<file path="src/rtl/fsk_tone_gen.sv">
module fsk_tone_gen #(
  parameter int CLK_HZ      = 1228800,
  parameter int SAMPLE_RATE = 9600,
  parameter int PHASE_W     = 24,
  parameter int LUT_BITS    = 8,
  parameter int OUT_W       = 12
) (
  input  logic                    clk,
  input  logic                    rst_n,
  input  logic                    plan_i,
  input  logic                    answer_i,
  input  logic                    mark_i,
  output logic signed [OUT_W-1:0] sample_o,
  output logic                    sample_vld_o
);
  localparam int DIV = CLK_HZ / SAMPLE_RATE;
  localparam int CW  = (DIV > 1) ? $clog2(DIV) : 1;
  localparam int QB  = LUT_BITS - 2;
  localparam int QN  = 1 << QB;
  localparam int AMP = (1 << (OUT_W - 1)) - 1;
  localparam longint PI_FP = 64'd843314857;

  function automatic logic [PHASE_W-1:0] step_of(input longint hz);
    longint num;
    num = hz <<< PHASE_W;
    return PHASE_W'((num + longint'(SAMPLE_RATE / 2)) / longint'(SAMPLE_RATE));
  endfunction

  function automatic logic [OUT_W-2:0] quarter_sine(input int q);
    longint x, t, s;
    x = (longint'(2 * q + 1) * PI_FP) / longint'(4 * QN);
    t = x;
    s = x;
    for (int k = 1; k <= 6; k++) begin
      t = (t * x) >>> 28;
      t = (t * x) >>> 28;
      t = -t / longint'((2 * k) * (2 * k + 1));
      s = s + t;
    end
    return (OUT_W-1)'((s * longint'(AMP) + (64'sd1 <<< 27)) >>> 28);
  endfunction

  localparam logic [PHASE_W-1:0] ST_NA_ORG_SPC = step_of(1070);
  localparam logic [PHASE_W-1:0] ST_NA_ORG_MRK = step_of(1270);
  localparam logic [PHASE_W-1:0] ST_NA_ANS_SPC = step_of(2025);
  localparam logic [PHASE_W-1:0] ST_NA_ANS_MRK = step_of(2225);
  localparam logic [PHASE_W-1:0] ST_IT_ORG_SPC = step_of(1180);
  localparam logic [PHASE_W-1:0] ST_IT_ORG_MRK = step_of(980);
  localparam logic [PHASE_W-1:0] ST_IT_ANS_SPC = step_of(1850);
  localparam logic [PHASE_W-1:0] ST_IT_ANS_MRK = step_of(1650);

  logic [OUT_W-2:0] qrom [QN];
  for (genvar g = 0; g < QN; g++) begin : g_rom
    assign qrom[g] = quarter_sine(g);
  end

  logic [CW-1:0]      div_cnt;
  logic               tick;
  logic [PHASE_W-1:0] acc;
  logic [PHASE_W-1:0] step;

  assign tick = (div_cnt == CW'(DIV - 1));

  always_comb begin
    case ({plan_i, answer_i, mark_i})
      3'b000:  step = ST_NA_ORG_SPC;
      3'b001:  step = ST_NA_ORG_MRK;
      3'b010:  step = ST_NA_ANS_SPC;
      3'b011:  step = ST_NA_ANS_MRK;
      3'b100:  step = ST_IT_ORG_SPC;
      3'b101:  step = ST_IT_ORG_MRK;
      3'b110:  step = ST_IT_ANS_SPC;
      default: step = ST_IT_ANS_MRK;
    endcase
  end

  logic [LUT_BITS-1:0]     pidx;
  logic [QB-1:0]           qaddr;
  logic [OUT_W-2:0]        mag;
  logic signed [OUT_W-1:0] wave;

  assign pidx  = acc[PHASE_W-1 -: LUT_BITS];
  assign qaddr = pidx[QB] ? ~pidx[QB-1:0] : pidx[QB-1:0];
  assign mag   = qrom[qaddr];
  assign wave  = pidx[LUT_BITS-1] ? -$signed({1'b0, mag}) : $signed({1'b0, mag});

  always_ff @(posedge clk) begin
    if (!rst_n) begin
      div_cnt      <= '0;
      acc          <= '0;
      sample_o     <= '0;
      sample_vld_o <= 1'b0;
    end else begin
      sample_vld_o <= tick;
      if (tick) begin
        div_cnt  <= '0;
        acc      <= acc + step;
        sample_o <= wave;
      end else begin
        div_cnt  <= div_cnt + 1'b1;
      end
    end
  end

  if (DIV > 1) begin : g_pulse_chk
    assert_vld_single_R2: assert property (@(posedge clk) disable iff (!rst_n)
      sample_vld_o |=> !sample_vld_o);
  end

  assert_acc_hold_R5: assert property (@(posedge clk) disable iff (!rst_n)
    !tick |=> $stable(acc));

  assert_out_hold_R6: assert property (@(posedge clk) disable iff (!rst_n)
    !tick |=> $stable(sample_o));

  assert_range_R8: assert property (@(posedge clk) disable iff (!rst_n)
    sample_vld_o |-> (sample_o <= OUT_W'(AMP) && sample_o >= -OUT_W'(AMP)));

  assert_step_legal_R4: assert property (@(posedge clk) disable iff (!rst_n)
    tick |-> (step != '0 && step[PHASE_W-1] == 1'b0));

endmodule

</file>
<file path="config.mk">
export PLATFORM = sky130hd
export DESIGN_NAME = fsk_tone_gen
export DESIGN_NICKNAME = d
export VERILOG_FILES = /design/src/rtl/fsk_tone_gen.sv
export SDC_FILE = /design/constraint.sdc
export NUM_CORES = 1
export LEC_CHECK = 0
export ABC_AREA = 1
export BUFFER_PORTS_ARGS = -buffer_cell sky130_fd_sc_hd__buf_2
export CAP_MARGIN = 5
export CORE_ASPECT_RATIO = 1.4
export CORE_MARGIN = 2
export CORE_UTILIZATION = 40
export CTS_CLUSTER_DIAMETER = 100
export CTS_CLUSTER_SIZE = 10
export DETAILED_ROUTE_END_ITERATION = 10
export PLACE_DENSITY_LB_ADDON = 0.08
export SETUP_SLACK_MARGIN = 0.1
export SYNTH_ARGS = -nofsm -noshare
export SYNTH_HDL_FRONTEND = slang
export SYNTH_SLANG_ARGS = --single-unit
</file>
<file path="constraint.sdc">
create_clock -name clk -period 2.6 [get_ports clk]
set_input_delay 0.26 -clock clk [delete_from_list [all_inputs] [get_ports clk]]
set_output_delay 0.26 -clock clk [all_outputs]
set_load 0.005 [all_outputs]
</file>
==> run metrics, run 1 <==
final hold violation count=0; DIE HEIGHT=124.1 um; Crit Path Max Fanout=7; endpoints failing setup=0; register area share after synthesis=approximately a fifth; DRC Markers=0; clock-pin slew on the worst setup and hold paths=0.07 ns; internal power=between 1 and 1.5 mW; HP Class=in -> reg; Initial Utilization=41.40%; via total after detailed routing=4747; hpwl dp=10100 um; CTS H-tree depth=2; # IOs=18; NumNets Final=approximately 800; measured slew at the worst slew-check pin=0.4454 ns; vias in the first global route=~4600; FILL cells=1010; Sw Ratio=25.44%; data arrival time of the worst path=2.54 ns; status=complete, no violations; Post-synth EDFFs=0; vias per cell=5.251; post-synth top area share=21.38%; die width=89.78 um; Yosys reg bits=between 40 and 50; critical-path cell with the highest stage delay=dfxtp_2; crit start category=flop; fin area=5413 sq um; crit path cell chain=buf_12 > inv_8 > nand2_2 > nand2_2 > ha_4 > nand3_2 > a21oi_2 > nand2_1 > nand2_1 > nand2_2 > inv_2 > ha_4 > inv_2 > nor2_2 > nand2_1 > nor2_1 > nand2_1 > nand2_1 > nand2_1 > nand3_1 > nand2_1; max incr delay on CP=0.34 ns; Area contributors post-synth=dfxtp_1 (21%), nand2_1 (19%), nand3_1 (10%); PortBufs=17; Fmax achieved=approximately 0.43 GHz; layout cell share with drive strength beyond 1=between 20% and 30%; CP top delay family=simple AND/OR/NAND/NOR gates; ratio of final minimum period to clock period=around nine tenths; relative slew slack=70.27%; 1st-iter DRT viols=approximately 190; most frequent CP cell=nand2_1; clk_lat worst skew=0.29 ns; Tmin final=2.344 ns; ys flop type=dfxtp_1; critical path buffer and inverter count=4; final wirelength=around 13000 um; Mapped Area=4120 sq um; Mapped Nets=710; CP required=2.79 ns; P_sw=around 0.38 mW; Placeable Area=between 9000 and 10000 sq um; Max VDD drop=approximately 320 uV; largest net degree at the start of global routing=33; Root Buffer=clkbuf_16; # diodes=0; dpl cell area=4867 sq um; dominant cell type by area after synthesis=dfxtp_1; commonest cells after routing, fill and taps aside=nand2_1 (196), buf_4 (84), nand3_1 (75); ys async rst share=0%; Yosys warning total=0; full die area=11140 sq um; PwrDens=277.8 nW/um^2; Mean Syn Cell Area=6.131 sq um; CTS tree=built; wire per inst=14.22 um; Initial DRT Pass Iterations=4; cells after synthesis=672; Final Max Tran Viols=0; GR Overflow Total=0; gr usage total=23.02%; clk buf depth=2; clock tree sinks=44; antenna-violating nets left=0; most common cell after layout, fill and taps aside=nand2_1; Flop pwr share=45.2%; RSZ-0062 raised after global routing=yes; Num CTS Buffers=5; global-route wire length before repair=20760 um; Layout Utilization=54.38%; antenna violations before repair=0; post-synth cell types=41; row cnt=43; Area Overhead vs Synth=31.37%; gpl congestion=around 0.95; clk_skew=between 0.005 and 0.006 ns; Comb power frac=10.6%; CTS Hold Buffers Added=0; max cap viols=0; clock share of power=between 40 and 50%; Lkg Pwr=2.654 nW; CP endpoint kind=flop; critical path class=reg -> reg; setup tns final=0 ns
==> layer usage <==
metal	global-route usage (%)	wire length [um]	up-vias
met5	0	0	-
met4	14.52	845	0
met3	2.843	339	57
met2	46.78	6772	120
met1	21.90	4894	2143
li1	-	-	2427
==> synth_stat cells (all sizes together) (2+ instances only) <==
cell type and number:
o211ai 4, dfxtp 44, o22ai 2, a21boi 2, nor2 51, ha 32, nand3 88, o21a 4
a31oi 3, a21oi 49, clkbuf 5, buf 15, o21ai 55, xnor2 4, nand2 227, xor2 5
nor3 5, inv 59, nand4 6, o21bai 5
==> worst min-delay path, cell delays in order <==
cell and delay (ns):
buf_2 0.12, nand2_1 0.07, nor2_1 0.03
==> state kept, by name, indices dropped and copies added (netlist names) <==
signal and count:
sample_o 12, acc 24, div_cnt 7, sample_vld_o 1
==> power by group through the flow <==
stage	Sequential (mW)	Combinational [mW]	Clock, mW
after CTS	0.681	0.151	0.691
final	0.680	0.160	0.664
after floorplan	0.696	0.0911	0
after detailed placement	0.697	0.151	0
after global placement	0.696	0.149	0
after global routing	0.680	0.179	0.707
==> final timing paths <==
kind / start / to / slack (ns) / cells past startpoint
setup / recovery: acc[22] / sample_o[8] / 0.26 / 21
hold / removal: rst_n / acc[22] / 0.22 / 3
setup reg to reg: acc[22] / sample_o[8] / 0.26 / 21
hold reg to reg: sample_o[7] / sample_o[7] / 0.45 / 2
==> metrics by stage <==
stage | total power, mW | hold WS [ns] | instances | setup WS, ns
after CTS | 1.524 | 0.2161 | 893 | 0.1004
after global routing | 1.565 | 0.2326 | 904 | 0.06631
final | 1.504 | 0.2245 | 904 | 0.2558
after floorplan | 0.7867 | 0.3807 | 672 | 0.1335
after detailed placement | 0.8473 | 0.4351 | 885 | -0.1560
after global placement | 0.8449 | 0.4342 | 885 | -0.09201
==> final cells by class <==
class	count	area, sq um	share of cell area, %
inverters	60	232.7	4.300
clock buffers	6	138.9	2.566
repair buffers	108	812.0	15.00
well taps	135	168.9	3.121
clock inverters	2	15.01	0.2774
multi-input cells	549	3158	58.34
flip-flops and latches	44	887.1	16.39
==> cell families after synthesis <==
family / Yosys count / share of synthesized area [%]
and+or+nand+nor: 378 / 39.54
AOI/OAI and AO/OA: 128 / 17.10
buffers and inverters: 80 / 9.049
DFF: 44 / 21.38
adders and majority gates: 33 / 10.20
xor gates and xnor gates: 9 / 2.734
==> what timing repair did <==
item | in CTS | in global routing
gates resized for setup | 12 | 70
pin swaps | 0 | 23
buffers inserted | 0 | 10
cloned | 0 | 1
setup endpoints to repair | 5 | 21
(Power assumes the default switching activity.)
==> inputs of run 2 (changes only) <==
--- a/config.mk
+++ b/config.mk
@@ -10,7 +10,7 @@
 export CAP_MARGIN = 5
 export CORE_ASPECT_RATIO = 1.4
 export CORE_MARGIN = 2
-export CORE_UTILIZATION = 40
+export CORE_UTILIZATION = 50
 export CTS_CLUSTER_DIAMETER = 100
 export CTS_CLUSTER_SIZE = 10
 export DETAILED_ROUTE_END_ITERATION = 10
==> run metrics, run 2 (synthesis results as in run 1) <==
CTS H-tree depth=2 (unchanged); most common cell after layout, fill and taps aside=nand2_1; clk buf depth=2 (unchanged); 1st-iter DRT viols=193 (+0.52%); RSZ-0062 raised after global routing=yes; critical path class=reg -> reg; vias per cell=5.606 (+6.8%); relative slew slack=70.52% (+0.26 points); HP Class=in -> reg; GR Overflow Total=0 (unchanged); Final Max Tran Viols=0 (unchanged); CP endpoint kind=flop; DRC Markers=0 (unchanged); status=complete, no violations; wire per inst=15.41 um (+8.4%); gpl congestion=1.021 (+7.2%); FF-to-FF path depth=20 (-4.8%); PortBufs=17 (unchanged); DIE HEIGHT=111.4 um (-10%); pre-CTS setup slack=-0.1441 ns (+0.01189 ns); die width=80.72 um (-10%); endpoints failing setup=0 (unchanged); Crit Path Max Fanout=6 (-1); vias in the first global route=4532 (-2.4%); CTS tree=built; Biggest register=acc; Crit path depth=20 (-4.8%); PwrDens=302.9 nW/um^2 (+9.0%); Tmin final=2.477 ns (+0.1328 ns); antenna violations before repair=0 (unchanged); # diodes=0 (unchanged); row cnt=39 (-9.3%); gr usage total=29.06% (+6.0 points); clk_skew=0.004725 ns (-0.0007074 ns); antenna-violating nets left=0 (unchanged); NumNets Final=795 (-1.4%); via total after detailed routing=4821 (+1.6%); clk_lat worst skew=0.30 ns (about the same); Fmax achieved=0.4037 GHz (-5.4%); clock tree sinks=44 (unchanged); hold path depth=3 (unchanged); final wirelength=13250 um (+3.1%); Num CTS Buffers=5 (unchanged); Final WS setup=0.1230 ns (-0.1328 ns); data arrival time of the worst path=2.67 ns (+0.13 ns); critical-path cell with the highest stage delay=dfxtp_4; largest net degree at the start of global routing=29 (-12%); CP required=2.79 ns (about the same); commonest cells after routing, fill and taps aside=nand2_1 (199), buf_4 (76), nand3_1 (72); Area Overhead vs Synth=28.42%; Placeable Area=8100 sq um (-19%); Initial DRT Pass Iterations=6 (+2); CP top delay family=simple AND/OR/NAND/NOR gates; Max VDD drop=317.2 uV (about the same); most frequent CP cell=nand2_1; CTS Hold Buffers Added=0 (unchanged); # IOs=18 (unchanged); Lkg Pwr=2.623 nW (-1.2%); layout cell share with drive strength beyond 1=25.20% (-0.68 points); crit path cell chain=buf_4 > buf_4 > nand2_8 > buf_4 > nand3_1 > nand3_2 > nand3_2 > nand3_2 > nand2_2 > inv_2 > ha_2 > inv_2 > nor2_2 > nand2_1 > nor2_1 > nand2_1 > nand2_1 > nand2_1 > nand3_1 > nand2_1; full die area=8993 sq um (-19%); Largest regs=acc x24, sample_o x12, div_cnt x7; global-route wire length before repair=20410 um (-1.7%); Root Buffer=clkbuf_16; hold slack=0.2366 ns (+0.01204 ns); Initial Utilization=50.87% (+9.5 points); hpwl dp=9885 um (-2.1%); max reg flops=24 (unchanged); critical path buffer and inverter count=5 (+1); max incr delay on CP=0.36 ns (+0.02 ns); clock-pin slew on the worst setup and hold paths=0.07 ns (about the same); final hold violation count=0 (unchanged); max cap viols=0 (unchanged); ratio of final minimum period to clock period=95.27% (+5.1 points); crit start category=flop; measured slew at the worst slew-check pin=0.4415 ns (-0.003829 ns)
run 2: final timing paths:
| kind | start | endpoint | slack (ns) |
|---|---|---|---|
| min reg2reg | sample_o[9] | sample_o[9] | 0.45 |
| min | rst_n | acc[23] | 0.24 |
| max reg2reg | acc[22] | sample_o[8] | 0.12 |
| max | acc[22] | sample_o[8] | 0.12 |
run 2: stage by stage:
step | TNS (ns) | std cells | area (sq um) | util [%] | power [mW]
4_1_cts | 0 | 856 | 4975 | 61.41 | 1.607
3_5_place_dp | -0.6313 | 848 | 4783 | 59.05 | 0.8388
2_1_floorplan | 0 | 672 | 4123 | - | 0.7867
5_1_grt | -0.05367 | 860 | 5291 | 65.32 | 1.652
6_report | 0 | 860 | 5291 | 65.32 | 1.603
3_3_place_gp | -0.4836 | 848 | 4783 | 59.05 | 0.8351
run 2: per-layer routing:
metal / global-route usage (%) / share of wire, %
met2: 53.78 / 54
met4: 18.08 / 5.9
met3: 4.052 / 3.3
met5: 0 / 0
met1: 29.57 / 37
run 2: area by class of cell:
| cell class | instances | area [sq um] |
|---|---|---|
| clock buffer | 6 | 138.9 |
| clock inverter | 2 | 38.79 |
| fill | 733 | 2809 |
| inverter | 60 | 231.5 |
| multi-input combinational | 549 | 3157 |
| sequential | 44 | 888.4 |
| tap | 102 | 127.6 |
| timing repair buffer | 97 | 709.4 |
run 2: what timing repair did:
item,4_1_cts,5_1_grt
cloned,0,1
setup endpoints to repair,3,23
setup buffers,0,3
pin swaps,0,15
gates resized for setup,5,75
run 2: power by group:
group / switching [mW] / internal [mW]
clock network: 0.290 / 0.482
registers: 0.00340 / 0.676
logic: 0.0973 / 0.0544
run 2: worst min-delay path: stages:
cell	delay, ns
buf_2	0.12
o21ai_0	0.07
a21oi_1	0.04
